## src/rtl/tvf_pkg.sv

```systemverilog
package tvf_pkg;
  typedef struct packed {
    logic sample;
    logic load;
  } filtStrobe_t;
endpackage

```

## src/rtl/tvf_ctrl.sv

```systemverilog
module tvf_ctrl
  import tvf_pkg::*;
#(
  parameter int PRESCALE_W = 10
) (
  input  logic                  clk,
  input  logic                  rstN,
  input  logic                  rawIn,
  input  logic [PRESCALE_W-1:0] prescale,
  input  logic                  initStrobe,
  output filtStrobe_t           strobes,
  output logic                  syncBit
);
  logic [1:0]            syncPipe;
  logic [PRESCALE_W-1:0] tickCnt;

  always_ff @(posedge clk) begin
    if (!rstN) syncPipe <= '0;
    else       syncPipe <= {syncPipe[0], rawIn};
  end
  assign syncBit = syncPipe[1];

  always_ff @(posedge clk) begin
    if (!rstN)              tickCnt <= prescale;
    else if (tickCnt == '0) tickCnt <= prescale;
    else                    tickCnt <= tickCnt - 1'b1;
  end

  always_comb begin
    strobes.sample = (tickCnt == '0);
    strobes.load   = initStrobe;
  end


  cnt_reload_chk: assert property (@(posedge clk) disable iff (!rstN)
    strobes.sample |=> tickCnt == $past(prescale));

  cnt_step_chk: assert property (@(posedge clk) disable iff (!rstN)
    !strobes.sample |=> tickCnt == $past(tickCnt) - 1'b1);
endmodule

```

## src/rtl/tvf_datapath.sv

```systemverilog
module tvf_datapath
  import tvf_pkg::*;
#(
  parameter int WIN_W = 5
) (
  input  logic             clk,
  input  logic             rstN,
  input  filtStrobe_t      strobes,
  input  logic             syncBit,
  input  logic [WIN_W-1:0] winLen,
  input  logic [WIN_W-1:0] thresh,
  output logic             filtOut
);
  localparam int SLOTS = 1 << WIN_W;
  localparam int CNT_W = WIN_W + 1;

  logic [SLOTS-1:0] window;
  logic [SLOTS-1:0] slotMask;
  logic [CNT_W-1:0] onesCnt;
  logic [CNT_W-1:0] zerosCnt;
  logic [CNT_W-1:0] threshExt;
  logic             goHigh;
  logic             goLow;

  always_ff @(posedge clk) begin
    if (!rstN)               window <= '0;
    else if (strobes.load)   window <= {SLOTS{syncBit}};
    else if (strobes.sample) window <= {window[SLOTS-2:0], syncBit};
  end

  for (genvar g = 0; g < SLOTS; g++) begin : g_mask
    assign slotMask[g] = (g <= int'(winLen));
  end

  always_comb begin
    onesCnt = '0;
    for (int i = 0; i < SLOTS; i++) begin
      onesCnt = onesCnt + CNT_W'(window[i] & slotMask[i]);
    end
  end

  assign zerosCnt  = CNT_W'(winLen) + CNT_W'(1) - onesCnt;
  assign threshExt = CNT_W'(thresh);
  assign goHigh    = onesCnt >= threshExt;
  assign goLow     = zerosCnt >= threshExt;

  always_ff @(posedge clk) begin
    if (!rstN)      filtOut <= 1'b0;
    else if (goHigh) filtOut <= 1'b1;
    else if (goLow)  filtOut <= 1'b0;
  end


  window_hold_chk: assert property (@(posedge clk) disable iff (!rstN)
    (!strobes.sample && !strobes.load) |=> $stable(window));

  init_fill_chk: assert property (@(posedge clk) disable iff (!rstN)
    strobes.load |=> window == {SLOTS{$past(syncBit)}});

  rise_vote_chk: assert property (@(posedge clk) disable iff (!rstN)
    $rose(filtOut) |-> $past(onesCnt) >= $past(threshExt));

  fall_vote_chk: assert property (@(posedge clk) disable iff (!rstN)
    $fell(filtOut) |-> ($past(zerosCnt) >= $past(threshExt)) && ($past(onesCnt) < $past(threshExt)));
endmodule

```

## src/rtl/trip_vote_filter.sv

```systemverilog
module trip_vote_filter
  import tvf_pkg::*;
#(
  parameter int PRESCALE_W = 10,
  parameter int WIN_W      = 5
) (
  input  logic                  clk,
  input  logic                  rstN,
  input  logic                  rawIn,
  input  logic [PRESCALE_W-1:0] prescale,
  input  logic [WIN_W-1:0]      winLen,
  input  logic [WIN_W-1:0]      thresh,
  input  logic                  initStrobe,
  output logic                  filtOut
);
  filtStrobe_t strobes;
  logic        syncBit;

  tvf_ctrl #(.PRESCALE_W(PRESCALE_W)) uCtrl (
    .clk       (clk),
    .rstN      (rstN),
    .rawIn     (rawIn),
    .prescale  (prescale),
    .initStrobe(initStrobe),
    .strobes   (strobes),
    .syncBit   (syncBit)
  );

  tvf_datapath #(.WIN_W(WIN_W)) uData (
    .clk    (clk),
    .rstN   (rstN),
    .strobes(strobes),
    .syncBit(syncBit),
    .winLen (winLen),
    .thresh (thresh),
    .filtOut(filtOut)
  );
endmodule

```

## config.mk

```make
export PLATFORM = sky130hd
export DESIGN_NAME = trip_vote_filter
export DESIGN_NICKNAME = d
export VERILOG_FILES = /design/src/rtl/tvf_pkg.sv /design/src/rtl/tvf_ctrl.sv /design/src/rtl/tvf_datapath.sv /design/src/rtl/trip_vote_filter.sv
export SDC_FILE = /design/constraint.sdc
export NUM_CORES = 1
export LEC_CHECK = 0
export CORE_MARGIN = 10
export CORE_UTILIZATION = 30
export DETAILED_ROUTE_END_ITERATION = 7
export GPL_ROUTABILITY_DRIVEN = 0
export GPL_TIMING_DRIVEN = 0
export SYNTH_ARGS = -nofsm -noshare
export SYNTH_HDL_FRONTEND = slang
export SYNTH_SLANG_ARGS = --single-unit
```

## constraint.sdc

```tcl
create_clock -name clk -period 16.95 [get_ports clk]
set_clock_uncertainty 0.2 [all_clocks]
set_input_delay 5.085 -clock clk [delete_from_list [all_inputs] [get_ports clk]]
set_output_delay 5.085 -clock clk [all_outputs]
set_load 0.02 [all_outputs]
```

* Word-level counts from Yosys, hierarchy flattened *
Index checks and enable logic that the tools add are counted.

word-level totals
  logic and storage cells = 111
  input port bits = 24
  output and inout port bits = 1
  bits in registers = 45

cells by class
  reduce and logical (&&, ||, !) cells = 3
  add/sub/neg operators = 34
  $lt $le $gt $ge = 33
  mux-type cells = 6
  bitwise operators = 31

operators by type and width
  kind                                                                             count
  6-bit adder                                                                      30
  5-bit less-or-equal comparator, first input constant                             16
  32-bit 2-to-1 mux                                                                2
  4-bit by 5-bit less-or-equal comparator with 1-bit output, first input constant  8
  1-bit bitwise AND                                                                31
  3-bit by 5-bit less-or-equal comparator with 1-bit output, first input constant  4
  10-bit 2-to-1 mux                                                                2
  6-bit by 5-bit greater-or-equal comparator with 1-bit output                     2
  2-bit by 5-bit less-or-equal comparator with 1-bit output, first input constant  2
  10-bit logical NOT                                                               1
  10-bit by 1-bit subtractor with 10-bit output, second input constant             1
  1-bit by 6-bit adder with 6-bit output                                           1
  5-bit by 1-bit adder with 6-bit output, second input constant                    1
  6-bit subtractor                                                                 1
  1-bit by 5-bit less-or-equal comparator with 1-bit output, first input constant  1
  2-bit nonzero test                                                               2
  1-bit 2-to-1 mux                                                                 2

* Logic depth before layout (Yosys ltp) *
Gate-level depths: netlist (run 1).

  depth after elaboration = 37
  gate-level depth with buffers = 29

* By module *
From an unflattened synthesis (run 1), not the netlist that was laid out.

second synthesis, totals
  cells, all modules = 357
  area, all modules = 3279.4 um^2

modules (own cells, without submodules)
  module        seq. area each (um^2)  area each (um^2)  cells an instance  times used
  tvf_datapath  660.6                  2713.9            292                1
  tvf_ctrl      240.2                  565.5             65                 1

* Worst setup path before layout (run 1) *
OpenSTA, ideal clock, no wires.

  kind = input -> register
  start point = input winLen[2]
  end point = register uData.filtOut
  buffers on the path = 1
  required time = 16.669 ns
  data arrival time = 11.643 ns
  setup slack = 5.026 ns
  stages on the path = 24
  library setup time = 0.081 ns
  cell sequence = clkbuf_1 -> o311ai_0 -> fa_1 -> fa_1 -> fa_1 -> fa_1 -> fa_1 -> fa_1 -> inv_1 -> ha_1 -> inv_1 -> fa_1 -> inv_1 -> ha_1 -> inv_1 -> ha_1 -> inv_1 -> fa_1 -> inv_1 -> ha_1 -> a2111oi_2 -> nor3_1 -> or4b_1 -> a41oi_1

on the way
  cells in the longest elaborated chain, start to end = 36
  elaborated cells on any way between the ends = 99
  classes of those cells = 33 x add/sub; 33 x order compare; 1 x mux; 31 x bitwise; 1 x reduce/logical

ends and longest elaborated chain
  element                                                       line                    source
  start: declaration                                            trip_vote_filter.sv:11  input logic [WIN_W-1:0] winLen,
  1-bit by 5-bit less-or-equal comparator with 1-bit output     tvf_datapath.sv:32      assign slotMask[g] = (g <= int'(winLen));
  1-bit bitwise AND                                             tvf_datapath.sv:38      onesCnt = onesCnt + CNT_W'(window[i] & slotMask[i]);
  1-bit by 6-bit adder with 6-bit output                        tvf_datapath.sv:38
  6-bit adder (30 in series)                                    tvf_datapath.sv:38
  6-bit subtractor                                              tvf_datapath.sv:42      assign zerosCnt = CNT_W'(winLen) + CNT_W'(1) - onesCnt;
  6-bit by 5-bit greater-or-equal comparator with 1-bit output  tvf_datapath.sv:45      assign goLow = zerosCnt >= threshExt;
  2-bit nonzero test (no source line)                           n/a
  end signal: assignment                                        tvf_datapath.sv:48      if (!rstN) filtOut <= 1'b0;
  end signal: assignment                                        tvf_datapath.sv:49      else if (goHigh) filtOut <= 1'b1;
  end signal: assignment                                        tvf_datapath.sv:50      else if (goLow) filtOut <= 1'b0;
  end: declaration                                              tvf_datapath.sv:12      output logic filtOut

Several ways; a longest one is shown, not always the timed one.
A chain may end at the register's enable or synchronous reset.

* Worst setup path in the final report (run 1) *
Ends and elaborated chain as after synthesis.

==> results of run 1 <==
[through the flow]
step / area (um2) / utilization [%] / setup slack (ps)
global placement: 3750 / 34.6 / 3850
floorplan: 3340 / - / 5030
global route: 3860 / 35.6 / 3720
detailed placement: 3750 / 34.6 / 3830
CTS: 3860 / 35.6 / 4100
finish: 3860 / 35.6 / 4130
[layer usage]
layer,up-vias,share of wire (%),GRT usage [%]
li1,1393,-,-
met1,1304,48,13.6
met5,-,0,0
met2,64,47,15.9
met4,0,0.11,1.69
met3,2,4.6,1.86
[cells by family (layout without fill, tap and decap cells)]
| kind of cell | count (synthesis) | count (layout) | synth area share (%) |
|---|---|---|---|
| AOI/OAI and AO/OA | 111 | 111 | 21.0 |
| and+or+nand+nor | 100 | 100 | 15.0 |
| buffers and inverters | 72 | 103 | 8.59 |
| adders and majority gates | 50 | 50 | 24.4 |
| DFF | 45 | 45 | 27.0 |
| xor gates and xnor gates | 14 | 14 | 3.68 |
| muxes | 1 | 1 | 0.300 |
[cells in the final DEF, fill, tap and decap left out, types with 6 or more instances in the layout]
master           count
nor2_1              42
nor2b_1              7
inv_1               48
xnor2_1              9
o21ai_0             19
fa_1                25
and2_1               6
dfxtp_1             45
clkbuf_1            16
a21oi_1             38
ha_1                25
clkdlybuf4s50_1     24
a211oi_1            31
nand2_1             19
[power breakdown]
group	switching, mW	internal [mW]
combinational	0.118	0.108
clock	0.0374	0.0437
sequential	0.00854	0.115
total	0.164	0.267
[worst paths after layout]
| check | cells past startpoint | startpoint | to | slack (ps) |
|---|---|---|---|---|
| hold / removal | 1 | uCtrl.syncPipe[0] | uCtrl.syncPipe[1] | 240 |
| setup / recovery | 27 | winLen[2] | uData.filtOut | 4130 |
| setup reg to reg | 24 | uData.window[2] | uData.filtOut | 9790 |
| hold reg to reg | 1 | uCtrl.syncPipe[0] | uCtrl.syncPipe[1] | 240 |
[synthesized netlist by cell type (all sizes together) (3+ instances only)]
master	instances	area (um2)
and2	6	37.5
buf	8	46.3
inv	48	180
nor2b	7	43.8
a211oi	31	233
a21oi	38	190
xnor2	9	78.8
o21ai	20	100
o211ai	5	37.5
nor2	42	158
a21boi	3	22.5
nand2b	4	32.5
dfxtp	45	901
nand3	4	20.0
nand2	20	77.6
fa	25	500
nor3	5	30.0
xor2	5	43.8
ha	25	313
clkbuf	16	60.1
and3	3	18.8
[layout make-up]
type,instances,area (um2)
fillers,1138,6980
flip-flops and latches,45,901
inverters,48,180
plain buffers,24,106
repair buffers,24,240
clock inverters,2,38.8
clock buffers,5,68.8
well taps,140,175
multi-input cells,276,2150
[flip-flops by register name, summed over array words and instances (netlist names)]
register	count
uData.window	32
uCtrl.tickCnt	10
uCtrl.syncPipe	2
uData.filtOut	1
==> flow_summary.ini, run 1 <==
[drt]
drc = 0
ant_nets = 0
first_iter_violations = 177
routed_wl_mm = 8.02
wl_per_cell_um = 14.2
via_per_inst = 4.90
first_pass_iters = 4
vias = 2763

[placed_design]
post-dp-hpwl_mm = 6.40
io_buffers = 24
post-place-cells = 557

[die]
die_x_um = 125
coreArea_um2 = 10800
die_area_um2 = 15700
ios = 25
initial_core_util_pct = 30.8
rows = 38
die_h_um = 125

[synthesis]
ys_types = 45
ys_warn_count = 0
ys_seq_area_share_pct = 27.0
synthesis.instances = 393
synth_top_flop_cell = dfxtp_1
yosys_register_bits = 45
synth-async-reset-ratio_pct = 0
syn_nets = 467
synth_edf_count = 0
netlist_area_um2 = 3340
avgSynthCellArea_um2 = 8.49

[timing]
hold_violations = 0
tns_ps = 0
period_minus_slack_ps = 12820
rsz0062_at_grt = no
maxSlewViolCount = 0
fmax_mhz = 78.0
setup_viol = 0
max_slew_margin_pct = 61.1
hold-worst-slack_ps = 238
fin_crit_sh_pct = 75.6
worst_slew_pin_slew_ps = 584

[power_and_ir_drop]
pwr_density_cell_nw_per_um2 = 112
power_uw = 430
p_leak_nw = 1.61
ir_drop_mv = 0.0648

[critical_path]
crit_path_max_fanout = 10
cp_slowest_cell = clkdlybuf4s50_1
worst-path-buf-inv = 9
crit_type = in2reg
critPathArrivalTime_ps = 12830
worstPathRequired_ps = 16960
cpPeakStageDelay_ps = 660
critPathLaunchType = input pin
worstSetupEndpointType = register
crit_family = adder cells
crit_top_cell = fa_1

[clock_tree]
cts.sinks = 45
hold_buffers = 0
cts_max_path_buffers = 2
clock_tree.root_cell = clkbuf_8
insertion_delay_ps = 300
path_clk_slew_ps = 90
ctsResizeCount = 0
cts-htree-levels = 2
cts_inserted_buffers = 5
tritoncts = done
post-cts-setup-buffers = 0

[finish]
drive_gt1_share_pct = 4.48
syn2layout_area_growth_pct = 15.7
nNetsFinal = 498
stdcell_count = 564
antenna_cells = 0

[global_route]
antenna_found_initial = 0
gr-total-overflow = 0
grt_usage_pct = 9.91
grt_pass1_vias = 2815
grt_pass1_wl_mm = 13.4
grt_max_degree = 15

[min_path]
hp-class = reg2reg

[job]
cap_violations = 0

[outcome]
status = finished, final reports clean
(Power assumes the default switching activity.)
==> run 2: changes to the inputs <==
- clock period: 16.95 -> 12.08 ns (I/O delays scaled with it)
==> results of run 2 <==
Same layout as run 1 (identical final DEF). Status: finished, final reports clean.
Main changes from that run: setup slack after placement 3830 ps -> 422 ps; setup slack after layout 4130 ps -> 724 ps; register-to-register setup slack 9790 ps -> 4920 ps; total power 0.430 mW -> 0.604 mW; worst IR drop on VDD 0.0648 mV -> 0.0909 mV
==> run 3: changes to the inputs <==
- CELL_PAD_IN_SITES_DETAIL_PLACEMENT: default -> 1
- CELL_PAD_IN_SITES_GLOBAL_PLACEMENT: default -> 1
- PLACE_DENSITY_LB_ADDON: default -> 0.1
==> run 3 against run 2 <==
Highest routed layer unchanged; clock power hardly changed; routed wire length grew 9.5%; critical endpoint unchanged; design area hardly changed; global-route usage increased by 1.2 points.
==> flow_summary.ini, run 3 (synthesis gave the netlist of run 1 again) <==
[die]
ios = 25
die_x_um = 125
die_h_um = 125
coreArea_um2 = 10800
initial_core_util_pct = 30.8
rows = 38
die_area_um2 = 15700

[timing]
maxSlewViolCount = 0
fmax_mhz = 87.7
rsz0062_at_grt = no
max_slew_margin_pct = 61.7
fin_ws_ps = 676
worst_slew_pin_slew_ps = 575
setup_viol = 0
period_minus_slack_ps = 11400
fin_crit_sh_pct = 94.4
tns_ps = 0
hold_violations = 0

[placed_design]
place_area_um2 = 3750
io_buffers = 24
dp_worst_setup_slack_ps = 298
post-dp-hpwl_mm = 7.15

[critical_path]
critical_path_cell_count = 27
cpPeakStageDelay_ps = 680
worstSetupEndpointType = register
crit_type = in2reg
regToRegEndpoint = uData.filtOut
critPathArrivalTime_ps = 11430
critPathLaunchType = input pin
r2r_slack_ps = 4930
worst-path-buf-inv = 9
r2r_start = uData.window[18]
ff2ff_path_depth = 22
crit_path_max_fanout = 10
cp_slowest_cell = clkdlybuf4s50_1
worstPathRequired_ps = 12100
crit_top_cell = fa_1
crit_family = adder cells

[min_path]
whs_endpoint = uCtrl.syncPipe[1]
hold_start = uCtrl.syncPipe[0]
hp-class = reg2reg
hold_depth = 1

[finish]
largest_reg_flops = 32
drive_gt1_share_pct = 4.48
utilization_pct = 35.6
antenna_cells = 0
top_regs = uData.window: 32 flops, uCtrl.tickCnt: 10 flops, uCtrl.syncPipe: 2 flops
syn2layout_area_growth_pct = 15.6
largest-register = uData.window
fin_area_um2 = 3850
final_cell_mix = 48 x inv_1, 45 x dfxtp_1, 42 x nor2_1
final_common_cell = inv_1
nNetsFinal = 498

[global_route]
gr-total-overflow = 0
antenna_found_initial = 0
grt_pass1_vias = 2925
grt_usage_pct = 11.1
grt_max_degree = 14
grt_pass1_wl_mm = 14.8

[clock_tree]
insertion_delay_ps = 300
cts_inserted_buffers = 5
clock_tree.root_cell = clkbuf_8
hold_buffers = 0
cts-htree-levels = 2
ctsResizeCount = 0
cts.sinks = 45
post-cts-setup-buffers = 0
tritoncts = done
cts_max_path_buffers = 2
path_clk_slew_ps = 90

[power_and_ir_drop]
ir_drop_mv = 0.0908
p_leak_nw = 1.61
power_uw = 607
pwr_density_cell_nw_per_um2 = 157

[drt]
routed_wl_mm = 8.78
vias = 2767
via_per_inst = 4.91
ant_nets = 0
first_iter_violations = 134
wl_per_cell_um = 15.6
drc = 0
first_pass_iters = 4

[job]
cap_violations = 0

[outcome]
status = finished, final reports clean
-- run 3: worst max path at each step --
stage	start	endpoint
floorplan	winLen[2]	uData.filtOut
global placement	winLen[2]	uData.filtOut
detailed placement	winLen[2]	uData.filtOut
CTS	winLen[2]	uData.filtOut
global route	winLen[2]	uData.filtOut
finish	winLen[2]	uData.filtOut
-- run 3: layout make-up --
class / instances / area (um2)
clock inverter: 2 / 35.0
fill: 1297 / 6990
clock buffer: 5 / 68.8
tap: 140 / 175
sequential: 45 / 901
timing repair buffer: 24 / 240
buffer: 24 / 106
inverter: 48 / 180
multi-input combinational: 276 / 2150
-- run 3: metrics by stage --
step	hold WS [ps]	instances
after floorplan	212	393
after global placement	219	557
after detailed placement	226	557
after CTS	249	564
after global routing	273	564
final	241	564
-- run 3: report_power, final --
group          internal (mW)  switching [mW]
sequential             0.161          0.0119
combinational          0.152           0.169
clock                 0.0603          0.0525
total                  0.373           0.233
-- run 3: layer usage --
| layer | global-route usage [%] | wire, um | vias to the layer above |
|---|---|---|---|
| li1 | - | - | 1393 |
| met1 | 15.7 | 4570 | 1347 |
| met2 | 17.4 | 4010 | 25 |
| met3 | 1.73 | 169 | 2 |
| met4 | 1.83 | 33 | 0 |
| met5 | 0 | 0 | - |
